**src/rtl/loop_integ_pkg.sv**
```systemverilog
package loop_integ_pkg;

  // Strobes handed from control to datapath each fast cycle
  typedef struct packed {
    logic tick;    // last cycle of an update period
    logic inject;  // add the unit offset on this cycle
    logic injNeg;  // offset polarity: 1 means -1
    logic clear;   // loop disabled: hold state at zero
  } ctrl_stb_t;

endpackage

```
**src/rtl/loop_integ_ctrl.sv**
```systemverilog
module loop_integ_ctrl
  import loop_integ_pkg::*;
#(
  parameter int UPD_CYC = 16,
  parameter int INTV_W  = 10
) (
  input  logic              clk,
  input  logic              rstN,
  input  logic              loopEn,
  input  logic              offNeg,
  input  logic [INTV_W-1:0] offInterval,
  output ctrl_stb_t         stb
);

  localparam int PH_W = (UPD_CYC > 2) ? $clog2(UPD_CYC) : 1;
  localparam logic [PH_W-1:0] PH_LAST = PH_W'(UPD_CYC - 1);

  logic [PH_W-1:0]   phaseCnt;
  logic [INTV_W-1:0] intvCnt;
  logic              intvDue;

  always_comb begin
    intvDue    = (offInterval != '0) && (intvCnt >= offInterval - INTV_W'(1));
    stb.clear  = !loopEn;
    stb.tick   = loopEn && (phaseCnt == PH_LAST);
    stb.inject = stb.tick && intvDue;
    stb.injNeg = offNeg;
  end

  always_ff @(posedge clk) begin
    if (!rstN || !loopEn) begin
      phaseCnt <= '0;
      intvCnt  <= '0;
    end else if (stb.tick) begin
      phaseCnt <= '0;
      intvCnt  <= intvDue ? '0 : intvCnt + INTV_W'(1);
    end else begin
      phaseCnt <= phaseCnt + PH_W'(1);
    end
  end

  // the interval count restarts after each injection
  assert_count_restart_R4: assert property (@(posedge clk) disable iff (!rstN)
    stb.inject |=> (intvCnt == '0));

  // a disabled loop keeps its counters at zero
  assert_ctrl_hold_R8: assert property (@(posedge clk) disable iff (!rstN)
    !loopEn |=> (phaseCnt == '0) && (intvCnt == '0));

  // a period closes with the phase wrapping to its first cycle
  assert_period_wrap_R5: assert property (@(posedge clk) disable iff (!rstN)
    stb.tick |=> (phaseCnt == '0) && !stb.tick);

endmodule

```
**src/rtl/loop_integ_datapath.sv**
```systemverilog
module loop_integ_datapath
  import loop_integ_pkg::*;
#(
  parameter int ACC_W   = 8,
  parameter int DET_W   = 4,
  parameter int WPU_W   = 4,
  parameter int UPD_CYC = 16
) (
  input  logic                    clk,
  input  logic                    rstN,
  input  ctrl_stb_t               stb,
  input  logic                    detValid,
  input  logic signed [DET_W-1:0] detVal,
  input  logic [WPU_W-1:0]        unitWidth,
  output logic                    pulseActive,
  output logic                    pulseNeg,
  output logic signed [ACC_W-1:0] integOut
);

  localparam int SUM_W  = ACC_W + 2;
  localparam int PROD_W = ACC_W + WPU_W;
  localparam int CNT_W  = $clog2(UPD_CYC + 1);
  localparam int MAX_I  = 2 ** (ACC_W - 1) - 1;
  localparam int MIN_I  = -(2 ** (ACC_W - 1));
  localparam logic signed [SUM_W-1:0] SUM_MAX = SUM_W'(MAX_I);
  localparam logic signed [SUM_W-1:0] SUM_MIN = SUM_W'(MIN_I);
  localparam logic signed [ACC_W-1:0] ACC_MAX = ACC_W'(MAX_I);
  localparam logic signed [ACC_W-1:0] ACC_MIN = ACC_W'(MIN_I);
  localparam logic [CNT_W-1:0]        LEN_CAP = CNT_W'(UPD_CYC);

  logic signed [ACC_W-1:0] integ;
  logic signed [ACC_W-1:0] snap;
  logic [CNT_W-1:0]        pulseLeft;
  logic                    pulseNegQ;

  logic signed [SUM_W-1:0] integExt, detExt, offExt, sumWide;
  logic signed [ACC_W-1:0] integNext;
  logic [ACC_W-1:0]        magNext;
  logic [PROD_W-1:0]       prod;
  logic [CNT_W-1:0]        lenNext;

  // Saturating accumulation of detector count and unit offset
  always_comb begin
    integExt = $signed({{(SUM_W - ACC_W){integ[ACC_W-1]}}, integ});
    detExt   = detValid ? $signed({{(SUM_W - DET_W){detVal[DET_W-1]}}, detVal}) : '0;
    offExt   = !stb.inject ? '0 : (stb.injNeg ? -SUM_W'(1) : SUM_W'(1));
    sumWide  = integExt + detExt + offExt;
    if (sumWide > SUM_MAX)      integNext = ACC_MAX;
    else if (sumWide < SUM_MIN) integNext = ACC_MIN;
    else                        integNext = sumWide[ACC_W-1:0];
  end

  // Pulse length: magnitude times width-per-unit, capped at one period
  always_comb begin
    magNext = integNext[ACC_W-1] ? $unsigned(~integNext + ACC_W'(1)) : $unsigned(integNext);
    prod    = PROD_W'(magNext) * PROD_W'(unitWidth);
    lenNext = (32'(prod) > 32'(UPD_CYC)) ? LEN_CAP : CNT_W'(prod);
  end

  always_ff @(posedge clk) begin
    if (!rstN) begin
      integ     <= '0;
      snap      <= '0;
      pulseLeft <= '0;
      pulseNegQ <= 1'b0;
    end else if (stb.clear) begin
      integ     <= '0;
      snap      <= '0;
      pulseLeft <= '0;
    end else begin
      integ <= integNext;
      if (stb.tick) begin
        snap      <= integNext;
        pulseLeft <= lenNext;
        if (integNext != '0) pulseNegQ <= integNext[ACC_W-1];
      end else if (pulseLeft != '0) begin
        pulseLeft <= pulseLeft - CNT_W'(1);
      end
    end
  end

  assign pulseActive = (pulseLeft != '0);
  assign pulseNeg    = pulseNegQ;
  assign integOut    = integ;

  // at the upper rail only a negative push can move the integrator
  assert_sat_high_R3: assert property (@(posedge clk) disable iff (!rstN)
    (!stb.clear && integ == ACC_MAX && !(detValid && detVal < 0) && !(stb.inject && stb.injNeg))
    |=> (integ == ACC_MAX));

  // at the lower rail only a positive push can move the integrator
  assert_sat_low_R3: assert property (@(posedge clk) disable iff (!rstN)
    (!stb.clear && integ == ACC_MIN && !(detValid && detVal > 0) && !(stb.inject && !stb.injNeg))
    |=> (integ == ACC_MIN));

  // a pulse only starts right after a period boundary
  assert_pulse_start_R5: assert property (@(posedge clk) disable iff (!rstN)
    $rose(pulseActive) |-> $past(stb.tick));

  // the remaining length never exceeds a period
  assert_width_cap_R6: assert property (@(posedge clk) disable iff (!rstN)
    pulseLeft <= LEN_CAP);

  // an active pulse has a nonzero capture with matching polarity
  assert_sign_match_R7: assert property (@(posedge clk) disable iff (!rstN)
    pulseActive |-> (snap != '0) && (pulseNeg == snap[ACC_W-1]));

  // a disabled loop is silent and zeroed
  assert_off_quiet_R8: assert property (@(posedge clk) disable iff (!rstN)
    stb.clear |=> !pulseActive && (integ == '0));

endmodule

```
**src/rtl/loop_integ_driver.sv**
```systemverilog
module loop_integ_driver
  import loop_integ_pkg::*;
#(
  parameter int ACC_W   = 8,
  parameter int DET_W   = 4,
  parameter int WPU_W   = 4,
  parameter int UPD_CYC = 16,
  parameter int INTV_W  = 10
) (
  input  logic                    clk,
  input  logic                    rstN,
  input  logic                    loopEn,
  input  logic                    detValid,
  input  logic signed [DET_W-1:0] detVal,
  input  logic                    offNeg,
  input  logic [INTV_W-1:0]       offInterval,
  input  logic [WPU_W-1:0]        unitWidth,
  output logic                    pulseActive,
  output logic                    pulseNeg,
  output logic signed [ACC_W-1:0] integOut
);

  ctrl_stb_t stb;

  loop_integ_ctrl #(
    .UPD_CYC(UPD_CYC),
    .INTV_W (INTV_W)
  ) u_ctrl (
    .clk        (clk),
    .rstN       (rstN),
    .loopEn     (loopEn),
    .offNeg     (offNeg),
    .offInterval(offInterval),
    .stb        (stb)
  );

  loop_integ_datapath #(
    .ACC_W  (ACC_W),
    .DET_W  (DET_W),
    .WPU_W  (WPU_W),
    .UPD_CYC(UPD_CYC)
  ) u_dp (
    .clk        (clk),
    .rstN       (rstN),
    .stb        (stb),
    .detValid   (detValid),
    .detVal     (detVal),
    .unitWidth  (unitWidth),
    .pulseActive(pulseActive),
    .pulseNeg   (pulseNeg),
    .integOut   (integOut)
  );

endmodule

```
**config.mk**
```make
export PLATFORM = sky130hd
export DESIGN_NAME = loop_integ_driver
export DESIGN_NICKNAME = d
export VERILOG_FILES = /design/src/rtl/loop_integ_pkg.sv /design/src/rtl/loop_integ_ctrl.sv /design/src/rtl/loop_integ_datapath.sv /design/src/rtl/loop_integ_driver.sv
export SDC_FILE = /design/constraint.sdc
export NUM_CORES = 1
export LEC_CHECK = 0
export BUFFER_PORTS_ARGS = -buffer_cell sky130_fd_sc_hd__buf_2
export CAP_MARGIN = 20
export CORE_UTILIZATION = 30
export DETAILED_ROUTE_END_ITERATION = 10
export PLACE_DENSITY = 0.49
export SLEW_MARGIN = 15
export SYNTH_ARGS = -nofsm -noshare
export SYNTH_HDL_FRONTEND = slang
export SYNTH_SLANG_ARGS = --single-unit
```
**constraint.sdc**
```tcl
create_clock -name clk -period 9.6 [get_ports clk]
set_input_delay 1.92 -clock clk [delete_from_list [all_inputs] [get_ports clk]]
set_output_delay 1.92 -clock clk [all_outputs]
set_load 0.02 [all_outputs]
```
# After elaboration in Yosys (flattened, before gate mapping)
# Cells that the tools add are included.
[op_classes] muxes=10 n_div=0 n_reduce_logical=13 n_eq_ne=1 order_cmp=4 mul=1 n_bitwise=1 shifts=0 add_sub_neg=7
[ops] op="$mux 10" n=4
[ops] op="$mux 8" n=3
[ops] op="$mux 5" n=3
[ops] op="$gt 12x5->1 const B" n=1
[ops] op="$mul 8x4->12" n=1
[ops] op="$add 10x1->10 const B" n=1
[ops] op="$add 10x10->10" n=1
[ops] op="$add 8x10->10" n=1
[ops] op="$ge 10x10->1" n=1
[ops] op="$gt 10x8->1 const B" n=1
[ops] op="$lt 10x8->1 const B" n=1
[ops] op="$reduce_bool 10->1" n=1
[ops] op="$sub 10x1->10 const B" n=1
[ops] op="$add 8x2->8 const B" n=1
[ops] op="$not 8->8" n=1
[ops] op="$reduce_bool 8->1" n=1
[ops] op="$reduce_bool 5->1" n=1
[ops] op="$sub 5x1->5 const B" n=1
[ops] op="$add 4x1->4 const B" n=1
[ops] op="$eq 4x4->1 const B" n=1
[ops] op="$logic_and 1x1->1" n=3
[ops] op="$reduce_and 3->1" n=1
[ops] op="$logic_not 1->1" n=2
[ops] op="$reduce_and 2->1" n=1
[ops] op="other kinds (3)" n=3
[totals] out_inout_bits=10 wordCells=42 ramBits=0 latchBits=0 memories=0 regBits=28 romBits=0

# Depth between registers and ports, before layout
# Gate-level depths: netlist of the first run.
[logic_depth] ltp_word=16 mapped_depth=41 ltp_nobuf=39

# By module
# A second synthesis of the first run with hierarchy kept.
[unflattened] cells_unflattened=454 hier_area_um2=3731.1
[by_module_without_submodules] module="loop_integ_datapath" area_per_inst_um2=2635.0 seq_area_each_um2=280.3 instances=1 cells_per_inst=335
[by_module_without_submodules] module="loop_integ_ctrl" area_per_inst_um2=1096.1 seq_area_each_um2=280.3 instances=1 cells_per_inst=119

# Worst setup path before layout of the first run
# No wires, ideal clock.
[synth_path] kind="input-to-reg" from="input offInterval[0]" to="register u_dp.pulseLeft[0]" arrival_time_ns=10.145 required_ns=9.529 cell_stages=39 setup_slack_ns=-0.615 cell_sequence="inv_1 ha_1 nand2_1 or3_1 nor3_1 xnor2_1 ha_1 o21ai_0 nand2b_1 a21oi_1 nor4_1 clkbuf_1 nand2_1 fa_1 inv_1 fa_1 a21o_1 a221oi_4 [... 3 more ...] inv_1 ha_1 buf_2 and2_1 a21oi_1 o22a_2 nand2_1 fa_1 fa_1 inv_1 fa_1 a211oi_2 o21bai_1 a21oi_1 xnor2_1 nor4_2 o2111ai_1 a21oi_1"
[synth_between] elab_chain_cells=16 elab_cells_between_ends=18 classes_between="add/sub: 3; mul: 1; order compare: 4; mux: 6; bitwise: 1; reduce/logical: 3"
[synth_rtl] element="start: declaration" line="loop_integ_driver.sv:16" rtl="input logic [INTV_W-1:0] offInterval,"
[synth_rtl] element="$sub 10x1->10" line="loop_integ_ctrl.sv:23" rtl="intvDue = (offInterval != '0) && (intvCnt >= offInterval - INTV_W'(1));"
[synth_rtl] element="$ge 10x10->1" line="loop_integ_ctrl.sv:23"
[synth_rtl] element="$logic_and 1x1->1 (*)" line="loop_integ_ctrl.sv:23"
[synth_rtl] element="$logic_and 1x1->1 (*)" line="loop_integ_ctrl.sv:26" rtl="stb.inject = stb.tick && intvDue;"
[synth_rtl] element="$mux 10 (*)" line="loop_integ_datapath.sv:46" rtl="offExt = !stb.inject ? '0 : (stb.injNeg ? -SUM_W'(1) : SUM_W'(1));"
[synth_rtl] element="$add 10x10->10 (*)" line="loop_integ_datapath.sv:47" rtl="sumWide = integExt + detExt + offExt;"
[synth_rtl] element="$lt 10x8->1" line="loop_integ_datapath.sv:49" rtl="else if (sumWide < SUM_MIN) integNext = ACC_MIN;"
[synth_rtl] element="$mux 8" line="loop_integ_datapath.sv:49"
[synth_rtl] element="$mux 8 (*)" line="loop_integ_datapath.sv:48" rtl="if (sumWide > SUM_MAX) integNext = ACC_MAX;"
[synth_rtl] element="$not 8->8" line="loop_integ_datapath.sv:55" rtl="magNext = integNext[ACC_W-1] ? $unsigned(~integNext + ACC_W'(1)) : $unsigned(integNext);"
[synth_rtl] element="$add 8x2->8" line="loop_integ_datapath.sv:55"
[synth_rtl] element="$mux 8 (*)" line="loop_integ_datapath.sv:55"
[synth_rtl] element="$mul 8x4->12 (*)" line="loop_integ_datapath.sv:56" rtl="prod = PROD_W'(magNext) * PROD_W'(unitWidth);"
[synth_rtl] element="$gt 12x5->1" line="loop_integ_datapath.sv:57" rtl="lenNext = (32'(prod) > 32'(UPD_CYC)) ? LEN_CAP : CNT_W'(prod);"
[synth_rtl] element="$mux 5 (*)" line="loop_integ_datapath.sv:57"
[synth_rtl] element="$mux 5 (*)" line="loop_integ_datapath.sv:72" rtl="if (stb.tick) begin"
[synth_rtl] element="end signal: assignment" line="loop_integ_datapath.sv:74" rtl="pulseLeft <= lenNext;"
[synth_rtl] element="end signal: assignment" line="loop_integ_datapath.sv:77" rtl="pulseLeft <= pulseLeft - CNT_W'(1);"
[synth_rtl] element="end: declaration" line="loop_integ_datapath.sv:33" rtl="logic [CNT_W-1:0] pulseLeft;"
# Mark *: on every way between the ends. The rest lies on a longest branch, timed or not.
# A chain may end at the register's enable or synchronous reset.

# Worst setup path after layout of the first run
[layout_path] from="input offInterval[3]" to="register u_dp.pulseLeft[0]"
# The elaborated chain is that of the path after synthesis.

==> summary.txt, run 1 <==
Drt
  • Met3 wire len: 179 um
  • DR top layer: met4
  • WL final: 8.47 mm
  • Routed vias/inst: 4.84
  • Post-route ant nets: 0
  • Violation count after the first detailed-routing iteration: 79
  • DRC violations left: 0
  • Detailed Routing Iterations Pass 1: 6
  • Mean routed wirelength per cell: 12.9 um
  • DRT met1 WL: 4.18 mm
  • Metal2 WL: 4.08 mm
  • Detailed-route via count: 3,173

Timing
  • Final Cycle Share: 100%
  • Hold slack final: 0.468 ns
  • Highest clock rate: 104 MHz
  • RSZ-0062 raised after global routing: true
  • Final setup vio count: 0
  • Clock period minus worst slack: 9.60 ns
  • Worst-Margin Slew: 0.944 ns
  • Max-slew violation count: 0
  • Post-Route Setup TNS: 0 ns
  • Fin. Hold Viols: 0
  • Final Skew: 0.00791 ns
  • Slew HR: 36.2%

Critical path
  • Worst Path Max Fanout: 6
  • Setup crit start: offInterval[3]
  • Crit path capture type: register
  • CP startpoint kind: input port
  • R2r startpoint: u_ctrl.intvCnt[0]$_SDFFE_PN0P_
  • Highest-delay cell along the critical path: fa_1
  • Max stage delay on crit path: 0.53 ns
  • Critical path class: in2reg
  • Worst EP required: 9.81 ns
  • CP arrival: 9.81 ns

Place
  • Gpl congestion: 0.790
  • DP Area: 4210 um^2
  • IO Port Bufs: 32
  • HPWL Detailed: 6.88 mm

Final layout
  • Multi-input gate area: 2810 um^2
  • Most common cell after layout, fill and taps aside: buf_4
  • Antenna Cells: 0
  • Core Util, Final: 41.6%
  • Layout cells sized above 1: 31.4%
  • # nets final: 601
  • Fill cell count: 1,097
  • Most frequent cells in the layout: buf_4 (66), inv_1 (45), nor2_1 (36), ha_1 (33), buf_2 (29)
  • Post-Layout Inst Area: 4520 um^2
  • Area growth syn-to-layout: 33.8%
  • Seq. cell area: 561 um^2

CTS
  • CTS clk-pin slew, worst paths: 0.11 ns
  • Clk buf depth: 2
  • Hold_buf cts: 0
  • CTS sink count: 28
  • CTS tree: built
  • H-Tree Depth: 1
  • TritonCTS Buffers: 3
  • Clk_lat worst skew: 0.28 ns
  • CTS Root Cell: clkbuf_8

Power
  • Flop pwr share: 15.7%
  • P_sw: 327 uW
  • Pwr/cell area: 171 nW/um^2
  • Worst VDD drop: 0.000183 V
  • Sw Share: 42.2%
  • Int Pwr: 448 uW
  • Clock power frac: 12.6%
  • Pleak: 2.13 nW
  • Comb pwr share: 71.6%

Logic synthesis
  • Flop and latch count out of synthesis: 28
  • Top cells by area, synth: dfxtp_1 (17%), ha_1 (15%), fa_1 (12%)
  • Top_reg_cell synth: dfxtp_1
  • Post-synthesis instance total: 419
  • Yosys warning count: 0
  • Netlist cell types: 58
  • Synth Cell Area: 3380 um^2
  • Async S/R FF share, synth: 0%
  • Post-synth EDFFs: 0
  • Synth top area share: 16.6%
  • Post-synthesis sequential area ratio: 16.6%
  • Top cell type by total area after synthesis: dfxtp_1
  • Synth Net Count: 503
  • Mean Syn Cell Area: 8.07 um^2

Floorplan
  • Die footprint: 11,700 um^2
  • Core area: 10,900 um^2
  • Starting Density: 31.1%
  • I/O pins: 33
  • Core Rows: 38
  • Die Y: 108 um
  • Die Wd: 108 um

Status
  • Status: finished clean

Global route
  • Antenna violations before repair: 0
  • Gr ovfl total: 0
  • First-pass GRT wire length: 14.3 mm
  • Vias in the first global route: 3,120
  • Largest net degree at the start of global routing: 20
  • Total GRT Usage: 15.2%

Worst hold path
  • HP Class: reg2reg
  • Worst Hold Launch: u_ctrl.phaseCnt[0]$_SDFF_PP0_

Flow run
  • Max Cap Violations: 0
==> metrics by stage <==
step | std cells | setup slack (ns) | total power [mW]
floorplan | 419 | 0.0111 | 0.468
global placement | 643 | -0.303 | 0.640
detailed placement | 643 | -0.450 | 0.641
CTS | 655 | 0.00184 | 0.762
global route | 656 | -0.433 | 0.851
finish | 656 | 0.00132 | 0.775
==> cells in the mapped netlist, types with 3 or more instances <==
master and count:
a21o_1 5, a21oi_1 25, and2_1 18, and3_1 4, buf_2 4, clkbuf_1 4
dfxtp_1 28, fa_1 21, ha_1 40, inv_1 50, mux2i_1 3, nand2_1 31
nand2b_1 5, nand3_1 9, nand4_1 8, nor2_1 40, nor2b_1 3, nor3_1 17
o211ai_1 3, o21a_1 6, o21ai_0 16, o21ai_1 5, or3_1 3, xnor2_1 15
xor2_1 17
==> cell families after synthesis <==
kind of cell	share of synthesized area, %
AND/OR/NAND/NOR	22.4
multiplexers	0.888
XOR/XNOR	8.77
adder cells (fa/ha/maj)	27.2
buffers and inverters	6.59
flip-flops	16.6
AO/OA/AOI/OAI	17.5
==> cell type report <==
type	count	share of cell area, %
Clock buffer	3	0.913
Clock inverter	1	0.664
Inverter	50	4.15
Multi-Input combinational cell	333	62.1
Sequential cell	28	12.4
Tap cell	140	3.87
Timing Repair Buffer	101	15.9
==> metal layers <==
metal,GRT usage (%),up-vias
met5,0,-
met1,20.4,1522
met4,2.45,0
met3,1.69,2
met2,26.3,29
li1,-,1620
==> worst paths after layout <==
| kind | end | slack [ns] | cells after the start |
|---|---|---|---|
| max | u_dp.pulseLeft[0]$_SDFFE_PN0P_ | 0.001 | 40 |
| max reg2reg | u_dp.pulseLeft[0]$_SDFFE_PN0P_ | 1.81 | 36 |
| min | u_ctrl.phaseCnt[0]$_SDFF_PP0_ | 0.47 | 1 |
| min reg2reg | u_ctrl.phaseCnt[0]$_SDFF_PP0_ | 0.47 | 1 |
==> power by group through the flow <==
| stage | Clock [mW] | Combinational (mW) | Sequential (mW) |
|---|---|---|---|
| global placement | 0 | 0.515 | 0.125 |
| CTS | 0.101 | 0.538 | 0.122 |
| floorplan | 0 | 0.339 | 0.129 |
| detailed placement | 0 | 0.516 | 0.125 |
| finish | 0.0980 | 0.555 | 0.122 |
| global route | 0.106 | 0.622 | 0.123 |
==> critical path: cells and delay by family <==
family | cells | cell delay [ns]
AOI/OAI and AO/OA | 12 | 1.94
xor gates and xnor gates | 3 | 0.38
adders and majority gates | 8 | 2.79
buffers and inverters | 5 | 0.47
and+or+nand+nor | 12 | 2.29
==> registers in the layout, indices dropped and copies added, names as in the netlist <==
name	count
u_dp.pulseLeft	5
u_ctrl.intvCnt	10
u_dp.integOut	8
u_dp.pulseNeg	1
u_ctrl.phaseCnt	4
==> timing repair <==
item                       CTS  global route
setup buffers                8             1
setup endpoints to repair    5             5
pin swaps                    9            15
resized for setup           13            30
No activity file was read; power rests on OpenSTA's default activity.
==> run 2, diff against run 1 <==
- CTS_CLUSTER_SIZE: unset -> 24
- SETUP_SLACK_MARGIN: unset -> 0.15
==> run 2 against run 1 <==
The flow now finishes with violations (negative setup slack). First-iteration DRC count grew 30%. Power shrank 0.54%. Critical path depth up 2. Wire length shrank 1.0%. Core utilization rose by 0.39 points. Largest power group unchanged.
==> summary.txt, run 2 (synthesis gave the netlist of run 1 again) <==
Status
  • Status: finished with violations
  • Failing checks: negative setup slack

Global route
  • Largest net degree at the start of global routing: 20 (unchanged)
  • First-pass GRT wire length: 14.5 mm (+0.96%)
  • Antenna violations before repair: 0 (unchanged)
  • Met1 usage in global routing: 20.3% (-0.082 points)
  • Gr ovfl total: 0 (unchanged)
  • Gr busiest metal: met2
  • Routing usage on met2: 26.6% (+0.27 points)
  • GR Layer Usage met3: 2.05% (+0.36 points)
  • Vias in the first global route: 3,208 (+2.8%)
  • Total GRT Usage: 15.3% (+0.13 points)

Timing
  • RSZ-0062 raised after global routing: true
  • Highest clock rate: 104 MHz (about the same)
  • Final setup vio count: 1 (+1)
  • Post-route setup slack: -0.00772 ns (-0.00904 ns)
  • Hold slack final: 0.456 ns (-0.0120 ns)
  • Worst-Margin Slew: 0.784 ns (-0.160 ns)
  • Fin. Hold Viols: 0 (unchanged)
  • Final Cycle Share: 100% (about the same)
  • Clock period minus worst slack: 9.61 ns (+0.00904 ns)
  • Slew HR: 47.6% (+11 points)
  • Max-slew violation count: 0 (unchanged)
  • Final Skew: 0.00612 ns (-0.00179 ns)

CTS
  • CTS Root Cell: clkbuf_8
  • CTS clk-pin slew, worst paths: 0.10 ns (about the same)
  • CTS tree: built
  • TritonCTS Buffers: 3 (unchanged)
  • H-Tree Depth: 1 (unchanged)
  • Hold_buf cts: 0 (unchanged)
  • Clk_lat worst skew: 0.28 ns (about the same)
  • CTS sink count: 28 (unchanged)
  • Clk buf depth: 2 (unchanged)

Drt
  • Detailed-route via count: 3,194 (+0.66%)
  • Post-route ant nets: 0 (unchanged)
  • Violation count after the first detailed-routing iteration: 103 (+30%)
  • Routed vias/inst: 4.81 (-0.55%)
  • DRC violations left: 0 (unchanged)
  • Detailed Routing Iterations Pass 1: 4 (-2)
  • Mean routed wirelength per cell: 12.6 um (-2.2%)
  • WL final: 8.38 mm (-1.0%)

Critical path
  • Crit path capture type: register
  • Top Family by Delay on Critical Path: adder cells
  • Critical path class: in2reg
  • Depth of the worst register-to-register path: 38 (+5.6%)
  • Max stage delay on crit path: 0.52 ns (about the same)
  • Reg2reg setup slack: 1.81 ns (about the same)
  • Worst EP required: 9.82 ns (about the same)
  • Worst Path Max Fanout: 8 (+2)
  • Worst path bufs/invs: 7 (+2)
  • Reg2reg end: u_dp.pulseLeft[1]$_SDFFE_PN0P_
  • CP arrival: 9.82 ns (about the same)
  • Highest-delay cell along the critical path: or4_4
  • CP startpoint kind: input port
  • R2r startpoint: u_ctrl.intvCnt[0]$_SDFFE_PN0P_

Final layout
  • Most frequent cells in the layout: buf_4 (76), inv_1 (44), nor2_1 (36), ha_1 (33), buf_2 (30)
  • Area growth syn-to-layout: 35.1%
  • Fill cell count: 1,130 (+3.0%)
  • Core Util, Final: 41.9% (+0.39 points)
  • Max reg flops: 10 (unchanged)
  • Most common cell after layout, fill and taps aside: buf_4
  • Antenna Cells: 0 (unchanged)
  • Layout cells sized above 1: 32.8% (+1.4 points)
  • Top reg by flops: u_ctrl.intvCnt
  • # nets final: 609 (+1.3%)

Floorplan
  • Core area: 10,900 um^2 (unchanged)
  • Die Y: 108 um (unchanged)
  • Die Wd: 108 um (unchanged)
  • Die footprint: 11,700 um^2 (unchanged)
  • Core Rows: 38 (unchanged)
  • Starting Density: 31.1% (unchanged)
  • I/O pins: 33 (unchanged)

Power
  • Worst VDD drop: 0.000192 V (+5.3%)
  • Int Pwr: 440 uW (-1.9%)
  • Flop pwr share: 15.8% (about the same)
  • Pwr/cell area: 169 nW/um^2 (-1.5%)
  • Tot Pwr: 771 uW (-0.54%)
  • Comb pwr share: 74.4% (+2.8 points)
  • Pleak: 2.14 nW (+0.68%)
  • Clock power frac: 9.8% (-2.8 points)
  • Sw Share: 42.9% (+0.77 points)
  • P_sw: 331 uW (+1.3%)

Worst hold path
  • WHS Endpoint: u_ctrl.phaseCnt[0]$_SDFF_PP0_
  • Worst Hold Launch: u_ctrl.phaseCnt[0]$_SDFF_PP0_
  • HP Class: reg2reg
  • Hold Path Cell Cnt: 1 (unchanged)

Place
  • IO Port Bufs: 32 (unchanged)
  • HPWL Detailed: 6.88 mm (about the same)
  • Gpl congestion: 0.804 (+1.8%)
  • Dpl ws: -0.473 ns (-0.0233 ns)

Flow run
  • Max Cap Violations: 0 (unchanged)
==> run 2: metal layers <==
metal / part of all wire, % / wire, um
met1: 48 / 4060
met2: 48 / 4000
met3: 2.8 / 233
met4: 1.0 / 85
met5: 0 / 0
==> run 2: final cells by class <==
| type | instances | area (um^2) | share of cell area, % |
|---|---|---|---|
| tap | 140 | 175 | 3.84 |
| inverter | 50 | 195 | 4.27 |
| multi-input combinational | 333 | 2810 | 61.6 |
| clock buffer | 4 | 55.1 | 1.21 |
| sequential | 28 | 561 | 12.3 |
| timing repair buffer | 109 | 767 | 16.8 |
==> run 2: what timing repair did <==
| item | in CTS | in global routing |
|---|---|---|
| buffers inserted | 15 | 5 |
| endpoints found under the setup margin | 5 | 5 |
| pin swaps | 29 | 4 |
| resized for setup | 20 | 15 |
==> run 2: worst max path at each step <==
stage | depth (start not counted) | startpoint | end
after detailed placement | 39 | offInterval[3] | u_dp.pulseLeft[1]$_SDFFE_PN0P_
after global placement | 39 | offInterval[3] | u_dp.pulseLeft[1]$_SDFFE_PN0P_
final | 42 | offInterval[0] | u_dp.pulseLeft[1]$_SDFFE_PN0P_
after global routing | 42 | offInterval[0] | u_dp.pulseLeft[1]$_SDFFE_PN0P_
after floorplan | 39 | offInterval[1] | u_dp.pulseLeft[0]$_SDFFE_PN0P_
after CTS | 42 | offInterval[0] | u_dp.pulseLeft[1]$_SDFFE_PN0P_
==> run 2: stage by stage <==
stage	instance area (um^2)	instances	setup TNS, ns
6_report	4570	664	-0.00772
5_1_grt	4570	664	-1.71
4_1_cts	4480	659	0
3_5_place_dp	4220	640	-1.95
3_3_place_gp	4220	640	-1.56
2_1_floorplan	3490	419	0
==> run 2: power by group through the flow <==
stage / sequential (mW) / combinational (mW) / clock (mW)
2_1_floorplan: 0.129 / 0.341 / 0
3_3_place_gp: 0.125 / 0.514 / 0
3_5_place_dp: 0.125 / 0.513 / 0
4_1_cts: 0.122 / 0.557 / 0.0789
5_1_grt: 0.123 / 0.646 / 0.0827
6_report: 0.122 / 0.573 / 0.0752
